## src/rtl/tdl_pkg.sv

```systemverilog
package tdl_pkg;
  localparam int unsigned STAT_W = 8;
  localparam int unsigned NUM_EV = 5;
  // event vector index
  localparam int unsigned EV_MSG  = 0;
  localparam int unsigned EV_NEAR = 1;
  localparam int unsigned EV_OVF  = 2;
  localparam int unsigned EV_ERR  = 3;
  localparam int unsigned EV_CW   = 4;
  // status bit position of each event
  localparam int unsigned EV_POS [NUM_EV] = '{0, 1, 2, 3, 7};
endpackage

```

## src/rtl/tdl_fifo_store.sv

```systemverilog
module tdl_fifo_store #(
  parameter  int unsigned DEPTH = 64,
  parameter  int unsigned WW    = 9,
  localparam int unsigned AW    = (DEPTH > 1) ? $clog2(DEPTH) : 1,
  localparam int unsigned CW    = $clog2(DEPTH + 1)
) (
  input  logic          clk_i,
  input  logic          rst_ni,
  input  logic          push_i,
  input  logic [WW-1:0] word_i,
  input  logic          pop_i,
  output logic [WW-1:0] head_o,
  output logic [CW-1:0] count_o
);
  logic [WW-1:0] mem [DEPTH];
  logic [AW-1:0] wptr_q, rptr_q;
  logic [CW-1:0] count_q;

  function automatic logic [AW-1:0] nxt(input logic [AW-1:0] p);
    return (p == AW'(DEPTH - 1)) ? '0 : p + 1'b1;
  endfunction

  always_ff @(posedge clk_i) begin
    if (push_i) mem[wptr_q] <= word_i;
  end

  always_ff @(posedge clk_i or negedge rst_ni) begin
    if (!rst_ni) begin
      wptr_q  <= '0;
      rptr_q  <= '0;
      count_q <= '0;
    end else begin
      if (push_i) wptr_q <= nxt(wptr_q);
      if (pop_i)  rptr_q <= nxt(rptr_q);
      count_q <= count_q + CW'(push_i) - CW'(pop_i);
    end
  end

  assign head_o  = mem[rptr_q];
  assign count_o = count_q;
endmodule

```

## src/rtl/tdl_drain_ctrl.sv

```systemverilog
module tdl_drain_ctrl (
  input  logic clk_i,
  input  logic rst_ni,
  input  logic rd_req_i,
  input  logic empty_i,
  input  logic head_eom_i,
  input  logic close_flag_i,
  output logic pop_o,
  output logic underrun_o,
  output logic msg_sent_o,
  output logic abort_o,
  output logic msg_act_o,
  output logic msg_pend_o
);
  logic act_q, pend_q, abort_q;

  assign pop_o      = rd_req_i & ~empty_i;
  assign underrun_o = rd_req_i & empty_i & act_q;
  assign msg_sent_o = close_flag_i & pend_q;

  always_ff @(posedge clk_i or negedge rst_ni) begin
    if (!rst_ni) begin
      act_q   <= 1'b0;
      pend_q  <= 1'b0;
      abort_q <= 1'b0;
    end else begin
      abort_q <= underrun_o;
      // underrun closes the partial message; next byte starts fresh
      if (underrun_o)  act_q <= 1'b0;
      else if (pop_o)  act_q <= ~head_eom_i;
      if (pop_o && head_eom_i) pend_q <= 1'b1;
      else if (close_flag_i)   pend_q <= 1'b0;
    end
  end

  assign abort_o    = abort_q;
  assign msg_act_o  = act_q;
  assign msg_pend_o = pend_q;
endmodule

```

## src/rtl/tdl_irq_latch.sv

```systemverilog
module tdl_irq_latch #(
  parameter int unsigned       N       = 5,
  parameter logic [N-1:0]      RST_SRC = '0
) (
  input  logic         clk_i,
  input  logic         rst_ni,
  input  logic [N-1:0] src_i,
  input  logic         clear_i,
  output logic [N-1:0] stat_o
);
  for (genvar i = 0; i < N; i++) begin : g_bit
    logic src_q, stat_q;
    always_ff @(posedge clk_i or negedge rst_ni) begin
      if (!rst_ni) begin
        src_q  <= RST_SRC[i];
        stat_q <= 1'b0;
      end else begin
        src_q  <= src_i[i];
        stat_q <= (stat_q & ~clear_i) | (src_i[i] & ~src_q);
      end
    end
    assign stat_o[i] = stat_q;
  end
endmodule

```

## src/rtl/tdl_fifo_ctrl.sv

```systemverilog
module tdl_fifo_ctrl
  import tdl_pkg::*;
#(
  parameter  int unsigned DEPTH = 64,
  parameter  int unsigned DW    = 8,
  localparam int unsigned CW    = $clog2(DEPTH + 1)
) (
  input  logic              clk_i,
  input  logic              rst_ni,
  input  logic              wr_valid_i,
  input  logic [DW-1:0]     wr_data_i,
  input  logic              wr_eom_i,
  input  logic [CW-1:0]     near_thr_i,
  input  logic              rd_req_i,
  output logic              rd_valid_o,
  output logic [DW-1:0]     rd_data_o,
  output logic              rd_eom_o,
  output logic              abort_o,
  input  logic              close_flag_i,
  input  logic              cw_done_i,
  input  logic              stat_rd_i,
  input  logic [STAT_W-1:0] irq_en_i,
  output logic [STAT_W-1:0] stat_o,
  output logic              irq_o
);
  logic [DW:0]       head;
  logic [CW-1:0]     count;
  logic              full, empty, push, pop;
  logic              underrun, msg_sent, msg_act, msg_pend;
  logic [NUM_EV-1:0] ev_src, ev_stat;

  assign full  = (count == CW'(DEPTH));
  assign empty = (count == '0);
  assign push  = wr_valid_i & ~full;

  tdl_fifo_store #(.DEPTH(DEPTH), .WW(DW + 1)) u_store (
    .clk_i   (clk_i),
    .rst_ni  (rst_ni),
    .push_i  (push),
    .word_i  ({wr_eom_i, wr_data_i}),
    .pop_i   (pop),
    .head_o  (head),
    .count_o (count)
  );

  tdl_drain_ctrl u_drain (
    .clk_i        (clk_i),
    .rst_ni       (rst_ni),
    .rd_req_i     (rd_req_i),
    .empty_i      (empty),
    .head_eom_i   (head[DW]),
    .close_flag_i (close_flag_i),
    .pop_o        (pop),
    .underrun_o   (underrun),
    .msg_sent_o   (msg_sent),
    .abort_o      (abort_o),
    .msg_act_o    (msg_act),
    .msg_pend_o   (msg_pend)
  );

  always_comb begin
    ev_src          = '0;
    ev_src[EV_MSG]  = msg_sent;
    ev_src[EV_NEAR] = (count < near_thr_i);
    ev_src[EV_OVF]  = wr_valid_i & full;
    ev_src[EV_ERR]  = underrun;
    ev_src[EV_CW]   = cw_done_i;
  end

  // near-empty level at reset release must not count as an edge
  localparam logic [NUM_EV-1:0] RST_SRC = NUM_EV'(1) << EV_NEAR;

  tdl_irq_latch #(.N(NUM_EV), .RST_SRC(RST_SRC)) u_irq (
    .clk_i   (clk_i),
    .rst_ni  (rst_ni),
    .src_i   (ev_src),
    .clear_i (stat_rd_i),
    .stat_o  (ev_stat)
  );

  always_comb begin
    stat_o = '0;
    for (int i = 0; i < NUM_EV; i++) stat_o[EV_POS[i]] = ev_stat[i];
  end

  assign irq_o      = |(stat_o & irq_en_i);
  assign rd_valid_o = ~empty;
  assign rd_data_o  = head[DW-1:0];
  assign rd_eom_o   = head[DW];
endmodule

```

## config.mk

```make
export PLATFORM = sky130hd
export DESIGN_NAME = tdl_fifo_ctrl
export DESIGN_NICKNAME = d
export VERILOG_FILES = /design/src/rtl/tdl_pkg.sv /design/src/rtl/tdl_fifo_store.sv /design/src/rtl/tdl_drain_ctrl.sv /design/src/rtl/tdl_irq_latch.sv /design/src/rtl/tdl_fifo_ctrl.sv
export SDC_FILE = /design/constraint.sdc
export NUM_CORES = 1
export LEC_CHECK = 0
export ABC_AREA = 1
export BUFFER_PORTS_ARGS = -buffer_cell sky130_fd_sc_hd__buf_2
export CAP_MARGIN = 20
export CORE_ASPECT_RATIO = 0.8
export CORE_MARGIN = 8
export CORE_UTILIZATION = 40
export CTS_CLUSTER_DIAMETER = 60
export DETAILED_ROUTE_END_ITERATION = 7
export MAX_ROUTING_LAYER = met4
export SLEW_MARGIN = 20
export SYNTH_ARGS = -nofsm -noshare
export SYNTH_HDL_FRONTEND = slang
export SYNTH_SLANG_ARGS = --single-unit
```

## constraint.sdc

```tcl
create_clock -name clk_i -period 3 [get_ports clk_i]
set_input_delay 0.45 -clock clk_i [delete_from_list [all_inputs] [get_ports clk_i]]
set_output_delay 0.45 -clock clk_i [all_outputs]
set_load 0.1 [all_outputs]
```

After elaboration in Yosys (flattened, before gate mapping)
Memories as Yosys holds them, arrays and structs flattened.
Cells that the tools add are included.
{"block": "classes", "reduce_logical": 5, "n_eq_ne": 3, "n_mux": 8, "bitwise_logic": 31, "add_sub_neg": 4, "n_lt_le_gt_ge": 1}
{"operator": "AND 1 bit", "count": 16}
{"operator": "adder 6 x 1 -> 6 bit, second input constant", "count": 2}
{"operator": "== test 6 bit, second input constant", "count": 2}
{"operator": "2-to-1 mux 6 bit", "count": 2}
{"operator": "inverter 1 bit", "count": 9}
{"operator": "AND 8 bit", "count": 1}
{"operator": "OR reduction 8 bit", "count": 1}
{"operator": "adder 7 x 1 -> 7 bit", "count": 1}
{"operator": "== test 7 bit, second input constant", "count": 1}
{"operator": "zero test 7 bit", "count": 1}
{"operator": "< comparator 7 bit", "count": 1}
{"operator": "subtractor 7 x 1 -> 7 bit", "count": 1}
{"operator": "2-to-1 mux 1 bit", "count": 6}
{"operator": "bitwise OR 1 bit", "count": 5}
{"operator": "nonzero test 2 bit", "count": 2}
{"operator": "logical AND 1 bit", "count": 1}
{"block": "word_totals", "ramBits": 576, "memories": 1, "input_bits": 31, "register_bits": 31}
{"memory": "u_store.mem", "words": 64, "word_bits": 9, "read_ports": 1, "rd_ports_with_merged_regs": 0, "write_ports": 1, "line_no": "tdl_fifo_store.sv:15", "text": "logic [WW-1:0] mem [DEPTH];"}

Longest topological paths before layout
Gate-level depths: netlist of the first run.
{"block": "logic_depth", "word_depth": 5, "ltp_mapped": 17, "mapped_depth_nobuf": 17}

Cells and area by module
From an unflattened synthesis of the first run, not the netlist that was laid out.
{"block": "unflattened", "hier_cells": 2465, "area_unflattened_um2": 26222.6}
{"mod": "tdl_fifo_store", "n_inst": 1, "area_per_inst_um2": 25425.6, "cells_per_inst": 2358}
{"mod": "tdl_irq_latch", "n_inst": 1, "area_per_inst_um2": 367.9, "cells_per_inst": 36}
{"mod": "tdl_fifo_ctrl", "n_inst": 1, "area_per_inst_um2": 292.8, "cells_per_inst": 53}
{"mod": "tdl_drain_ctrl", "n_inst": 1, "area_per_inst_um2": 136.4, "cells_per_inst": 18}

Worst setup path before layout of the first run
No wires, ideal clock.
{"block": "synth_path", "path_type": "reg-to-reg", "from": "register u_store.count_q[2] (netlist: u_store.count_o[2])", "to": "register u_store.count_q[6] (netlist: u_store.count_o[6])", "path_buffers": 0, "t_arrival_ps": 3476, "stages_incl_launch_ff": 18, "path_slack_ps": -556, "t_required_ps": 2921, "synth_period_minus_slack_ps": 3556, "cell_sequence": "dfrtp_1 inv_1 ha_1 nand2_1 nor2_1 nand2_1 nand2_1 clkinv_1 ha_1 inv_1 ha_1 fa_1 a21oi_1 o21bai_1 a21oi_1 nor2_1 nor2_1 xor2_1"}
{"item": "from (decl)", "line_no": "tdl_fifo_store.sv:17", "text": "logic [CW-1:0] count_q;"}
{"item": "from (signal assigned)", "line_no": "tdl_fifo_store.sv:35", "text": "count_q <= count_q + CW'(push_i) - CW'(pop_i);"}
{"item": "zero test 7 bit", "line_no": "tdl_fifo_ctrl.sv:33", "text": "assign empty = (count == '0);"}
{"item": "inverter 1 bit"}
{"item": "net rd_valid_o", "line_no": "tdl_fifo_ctrl.sv:15", "text": "output logic rd_valid_o,"}
{"item": "AND 1 bit", "line_no": "tdl_drain_ctrl.sv:17", "text": "assign pop_o = rd_req_i & ~empty_i;"}
{"item": "net pop", "line_no": "tdl_fifo_ctrl.sv:28", "text": "logic full, empty, push, pop;"}
{"item": "subtractor 7 x 1 -> 7 bit", "line_no": "tdl_fifo_store.sv:35"}
The timed path passes the listed nets, and every way through them passes these cells.
A chain may end at the register's enable or synchronous reset.

Final worst setup path of the first run
{"block": "layout_path", "from": "register u_store.rptr_q[0]", "to": "output port rd_data_o[6]"}
{"block": "layout_via", "elab_chain_cells": 1}
{"item": "from (decl)", "line_no": "tdl_fifo_store.sv:16", "text": "logic [AW-1:0] wptr_q, rptr_q;"}
{"item": "from (signal assigned)", "line_no": "tdl_fifo_store.sv:34", "text": "if (pop_i) rptr_q <= nxt(rptr_q);"}
{"item": "memory (64 x 9 bit)"}
{"item": "to (decl)", "line_no": "tdl_fifo_ctrl.sv:16", "text": "output logic [DW-1:0] rd_data_o,"}
Every way passes these cells.

==> results_dict.tcl, run 1 <==
set metrics [dict create \
    grt_use_total_pct 18.69 \
    worstMarginPinSlew_ns 1.108 \
    routed-via-count 16210 \
    start_kind "register" \
    placeableCoreArea_sq_um 62170 \
    place_area_sq_um 26510 \
    place_inst 2879 \
    maxCapViolCount 0 \
    stdcell_area_sq_um 29430 \
    cts.sinks 607 \
    grt_pass1_wl_um 98680 \
    setup_viol 9 \
    clock_power_share_pct 26.1 \
    diodes 0 \
    period_share_pct 106.1 \
    worstPathRequired_ns 2.55 \
    power_frac_comb_pct 38.2 \
    setup_slack_ns -0.1821 \
    layout_commonest_cell "edfxtp_1" \
    end_kind "output port" \
    ys_seq_area_share_pct 72.43 \
    synthTopCellsByArea "edfxtp_1 (69%), nor2_1 (6.0%), o21ai_0 (4.5%)" \
    p_per_area_nw_per_um2 950.3 \
    synthFlopType "edfxtp_1" \
    drc 0 \
    p_switching_uw 10540 \
    max_clock_freq_mhz 314.3 \
    synth_area_leader_cell "edfxtp_1" \
    ios 51 \
    worstPathMaxFanout 34 \
    hp-class "input pin to register" \
    syn_to_final_growth_pct 17.95 \
    ant_nets 0 \
    synth_edf_count 576 \
    p_total_uw 27970 \
    grt_pass1_vias 15940 \
    final_cell_mix "edfxtp_1 (576), nor2_1 (355), nand2_1 (217)" \
    cts_buffer_depth 3 \
    htreeDepth 2 \
    finalNonFillerCells 3014 \
    violations "negative setup slack" \
    netSwitchingFraction_pct 37.68 \
    cts_tree "done" \
    synth_top_area_share_pct 69.32 \
    cts_made_buffers 58 \
    seqPwrFrac_pct 35.7 \
    ys_ff_latch 607 \
    viasPerCell 5.377 \
    max_slew_margin_pct 26.10 \
    outcome "complete, but fails checks" \
    drive_above_1_share_pct 16.38 \
    cp.arrival_ns 2.73 \
    path_class "register to output port" \
    start_util_pct 40.13 \
    die_x_um 295.2 \
    overflow 0 \
    min_path_cells 3 \
    clock_skew_ns 0.02879 \
    dieArea_sq_um 70680 \
    ff2ff_path_depth 10 \
    final_util_pct 47.34 \
    hpwl_um 38500 \
    synth_cells 2041 \
    ys_async_sr_fraction_pct 5.107 \
    die_h_um 239.4 \
    clkLatencyLatePin_ns 0.63 \
    synth_area_per_cell_sq_um 12.23 \
    drtIter0Drc 1811 \
    synth.distinct_cells 39 \
    yosys_warnings 0 \
    drv_slew 0 \
    dr.pass1.iters 5 \
    rsz0062_at_grt "true" \
    fin_nets 2178 \
    hold_viol_final 0 \
    gp_congestion 0.8572 \
    root_buffer "clkbuf_16" \
    port_buffers 44 \
    grt_max_degree 65 \
    syn_area_sq_um 24950 \
    hold_ws_ns 0.05970 \
    irDropWorstVdd_mv 0.5705 \
    wl_per_cell_um 21.54 \
    p_int_uw 17430 \
    drt_wl_total_um 64930 \
    num_rows 82 \
    clk_pin_slew_ns 0.06 \
    min_period_ns 3.182 \
    cellLeakagePower_uw 0.01016 \
    antenna_found_initial 1 \
]
==> per-layer routing <==
layer	up-vias	track usage [%]	wire length, um
li1	7475	-	-
met1	8013	26.92	29410
met2	618	27.65	29250
met3	101	2.825	4894
met4	0	4.953	1384
met5	-	-	0
==> state kept, by name, summed over array words and instances, names as in the netlist <==
signal / flops
u_drain.msg_pend_o: 1
u_store.rptr_q: 6
u_store.mem: 576
u_store.wptr_q: 6
u_drain.msg_act_o: 1
u_irq.g_bit.stat_q: 5
u_store.count_o: 7
u_irq.g_bit.src_q: 5
==> critical path, stage by stage, from the launching register on <==
cell,delay (ns)
dfrtp_4,0.58
buf_6,0.16
buf_12,0.16
nor2_2,0.11
nor2_1,0.04
o21ai_1,0.07
o21ai_1,0.07
o211ai_1,0.33
nand2_1,0.16
nand3_4,0.14
nand3_4,0.10
buf_12,0.18
==> final cells by class <==
class                           count  area [sq um]
Timing Repair inverter              1         6.256
Timing Repair Buffer              150          1774
Clock buffer                       77          1634
Multi-Input combinational cell   1227          6299
Tap cell                          840          1051
Clock inverter                     28         256.5
Sequential cell                   607         18080
Fill cell                        5509         32740
Inverter                           84         329.1
==> logic make-up (layout without fill, tap and decap cells) <==
logic type | Yosys count | count (layout) | synth area share, %
xor gates and xnor gates | 11 | 11 | 0.3861
muxes | 2 | 2 | 0.08023
other | 1 | 3 | 0.01503
AOI/OAI and AO/OA | 419 | 419 | 9.432
DFF | 607 | 607 | 72.43
buffers and inverters | 209 | 340 | 4.292
and+or+nand+nor | 774 | 774 | 12.43
adders and majority gates | 18 | 18 | 0.9326
==> power groups by stage <==
stage	registers, uW	clock network, uW	logic [uW]
2_1_floorplan	10000	0	6070
3_3_place_gp	10100	0	9350
3_5_place_dp	10200	0	9460
4_1_cts	9970	7400	10400
5_1_grt	10000	7710	11500
6_report	9980	7300	10700
==> worst paths after layout <==
| path | slack, ns | startpoint | end |
|---|---|---|---|
| max in group asynchronous | 1.97 | rst_ni | u_store.rptr_q[0] |
| setup reg to reg | 0.12 | u_store.count_o[2] | u_store.mem[55][6] |
| setup / recovery | -0.18 | u_store.rptr_q[0] | rd_data_o[6] |
| min in group asynchronous | 0.44 | rst_ni | u_store.count_o[3] |
| hold reg to reg | 0.43 | u_irq.g_bit[4].src_q | u_irq.g_bit[4].stat_q |
| hold / removal | 0.06 | close_flag_i | u_irq.g_bit[0].src_q |
==> synthesized netlist by cell type (all sizes together), types with 3 or more instances <==
library cell and instances:
edfxtp 576, nor2 403, o21ai 267, nand2 235, nand3 122, buf 89, inv 78, o211ai 60
o22ai 52, clkbuf 36, dfrtp 30, a21oi 26, ha 17, nand4 11, xor2 11, clkinv 6
o221ai 4, o21bai 3
==> what timing repair did <==
| item | CTS | global route |
|---|---|---|
| gates resized for setup | 92 | 80 |
| pin swaps | 34 | 27 |
| endpoints found under the setup margin | 18 | 423 |
| hold buffers | 2 | 0 |
| gates cloned | 10 | 1 |
| hold endpoints to repair | 31 | 0 |
| setup buffers | 16 | 3 |
==> metrics by stage <==
| step | setup slack [ns] | setup TNS (ns) |
|---|---|---|
| after floorplan | 0.04121 | 0 |
| after global placement | 0.05980 | 0 |
| after detailed placement | -0.03024 | -0.2664 |
| after CTS | -0.2160 | -1.714 |
| after global routing | -0.3011 | -4.226 |
| final | -0.1821 | -1.367 |
Power figures use the tool's default switching activity.
==> run 2: changes to the inputs <==
--- a/config.mk
+++ b/config.mk
@@ -11,7 +11,9 @@
 export CORE_ASPECT_RATIO = 0.8
 export CORE_MARGIN = 8
 export CORE_UTILIZATION = 40
+export CTS_BUF_LIST = sky130_fd_sc_hd__clkbuf_4 sky130_fd_sc_hd__clkbuf_8 sky130_fd_sc_hd__clkbuf_16
 export CTS_CLUSTER_DIAMETER = 60
+export CTS_CLUSTER_SIZE = 8
 export DETAILED_ROUTE_END_ITERATION = 7
 export MAX_ROUTING_LAYER = met4
 export SLEW_MARGIN = 20
==> results_dict.tcl, run 2 (synthesis gave the netlist of run 1 again) <==
set metrics [dict create \
    ant_nets 0 \
    cpPeakStageDelay_ns 0.51 \
    setup_viol 9 \
    outcome "complete, but fails checks" \
    cp.arrival_ns 2.77 \
    hpwl_um 38500 \
    gp_congestion 0.8572 \
    drv_slew 0 \
    path_class "register to output port" \
    fin_nets 2216 \
    clkLatencyLatePin_ns 0.62 \
    syn_to_final_growth_pct 21.98 \
    max_clock_freq_mhz 310.5 \
    diodes 0 \
    hold_viol_final 0 \
    drt_wl_total_um 66280 \
    worstPathRequired_ns 2.55 \
    clock_skew_ns 0.02544 \
    viasPerCell 5.415 \
    path_buf_inv 3 \
    end_kind "output port" \
    layout_commonest_cell "edfxtp_1" \
    irDropWorstVdd_mv 0.5428 \
    wl_per_cell_um 21.72 \
    p_per_area_nw_per_um2 992.0 \
    fillers 5365 \
    root_buffer "clkbuf_16" \
    violations "negative setup slack" \
    period_share_pct 107.3 \
    num_rows 82 \
    stdcell_area_sq_um 30440 \
    ios 51 \
    place_inst 2879 \
    hold_ws_ns 0.08769 \
    cts_tree "done" \
    crit_slowest_cell "dfrtp_4" \
    start_util_pct 40.13 \
    max_slew_margin_pct 28.27 \
    worstMarginPinSlew_ns 1.076 \
    drc 0 \
    cts.sinks 607 \
    grt_pass1_vias 16240 \
    start_kind "register" \
    path_common_cell "buf_12" \
    placeableCoreArea_sq_um 62170 \
    drive_above_1_share_pct 19.90 \
    clk_pin_slew_ns 0.05 \
    grt_max_degree 65 \
    drtIter0Drc 1700 \
    die_h_um 239.4 \
    antenna_found_initial 1 \
    cts_buffer_depth 3 \
    dieArea_sq_um 70680 \
    place_area_sq_um 26510 \
    max_flop_register "u_store.mem" \
    cellLeakagePower_uw 0.01067 \
    maxCapViolCount 0 \
    worstPathMaxFanout 25 \
    min_period_ns 3.220 \
    hp-class "input pin to register" \
    rsz0062_at_grt "true" \
    overflow 0 \
    port_buffers 44 \
    grt_pass1_wl_um 98750 \
    routed-via-count 16520 \
    path_cells "buf_12 > buf_12 > nor2_2 > nor2_1 > o21ai_1 > o21ai_1 > o211ai_1 > nand2_1 > nand3_4 > nand2_4 > buf_12" \
    dr.pass1.iters 5 \
    setup_slack_ns -0.2203 \
    cts_made_buffers 86 \
    largest_register_ffs 576 \
    grt_use_total_pct 18.73 \
    die_x_um 295.2 \
    htreeDepth 3 \
    finalNonFillerCells 3051 \
    final_cell_mix "edfxtp_1 (576), nor2_1 (341), nand2_1 (212)" \
    critPathTopFamily "compound AO/OA/AOI/OAI gates" \
]
-- run 2: changes by cell type in the layout (fill, tap and decap cells not counted), moves of 6 or more --
cell | previous run | this run
nor2_1 | 355 | 341
nand3_1 | 93 | 87
clkinv_2 | 9 | 1
clkbuf_16 | 60 | 102
clkbuf_8 | 9 | 1
o21ai_0 | 207 | 200
clkinv_1 | 15 | 5
clkbuf_1 | 9 | 0
nor2_2 | 46 | 60
clkbuf_4 | 0 | 37
-- run 2: path summary, 6_finish.rpt --
kind / to / slack (ns) / cells past startpoint / from
setup / recovery: rd_data_o[1] / -0.22 / 11 / u_store.rptr_q[0]
hold / removal: u_irq.g_bit[0].src_q / 0.09 / 3 / close_flag_i
setup reg to reg: u_store.mem[49][3] / 0.16 / 11 / u_store.count_o[2]
hold reg to reg: u_irq.g_bit[4].stat_q / 0.42 / 1 / u_irq.g_bit[4].src_q
max in group asynchronous: u_store.rptr_q[1] / 1.97 / 2 / rst_ni
min in group asynchronous: u_store.count_o[1] / 0.44 / 2 / rst_ni
-- run 2: cell type report --
cell class / count / area (sq um) / share of cell area, %
Clock inverter: 4 / 42.54 / 0.1398
Sequential cell: 607 / 18080 / 59.41
Clock buffer: 128 / 2544 / 8.357
Timing Repair Buffer: 160 / 1978 / 6.499
Multi-Input combinational cell: 1227 / 6391 / 21.00
Timing Repair inverter: 1 / 6.256 / 0.02055
Tap cell: 840 / 1051 / 3.453
Inverter: 84 / 342.8 / 1.126
-- run 2: power breakdown --
| part | internal [uW] | switching (uW) |
|---|---|---|
| Combinational | 3700 | 7310 |
| Clock | 5780 | 3420 |
| Sequential | 9740 | 253 |
| Total | 19200 | 11000 |
-- run 2: what timing repair did --
item | CTS | global route
setup buffers | 12 | 10
gates resized for setup | 57 | 156
cloned | 5 | 13
endpoints found under the setup margin | 18 | 427
hold buffers | 2 | 0
pin swaps | 9 | 55
hold endpoints to repair | 31 | 0
-- run 2: routing by layer --
metal,GRT usage [%],part of all wire (%),vias up
li1,-,-,7575
met1,26.28,45,8151
met2,27.69,45,691
met3,4.047,8.5,105
met4,4.760,2.0,0
met5,-,0,-
-- run 2: worst register-to-register path: stages (launching register included) --
cell and delay (ns):
dfrtp_1 0.37, inv_1 0.08, ha_1 0.21, nand2_1 0.11, nor2_4 0.06, nand3_1 0.13
nand2_2 0.09, clkinv_1 0.09, buf_4 0.21, nand4_1 0.20, buf_4 0.23, nor2_1 0.68
-- run 2: metrics by stage --
| stage | total power [uW] | util, % | TNS, ns | setup WS, ns |
|---|---|---|---|---|
| 2_1_floorplan | 16100 | - | 0 | 0.04121 |
| 3_3_place_gp | 19490 | 42.63 | 0 | 0.05980 |
| 3_5_place_dp | 19610 | 42.64 | -0.2664 | -0.03024 |
| 4_1_cts | 29320 | 47.57 | -1.734 | -0.2127 |
| 5_1_grt | 31470 | 48.96 | -2.280 | -0.3007 |
| 6_report | 30190 | 48.96 | -1.464 | -0.2203 |
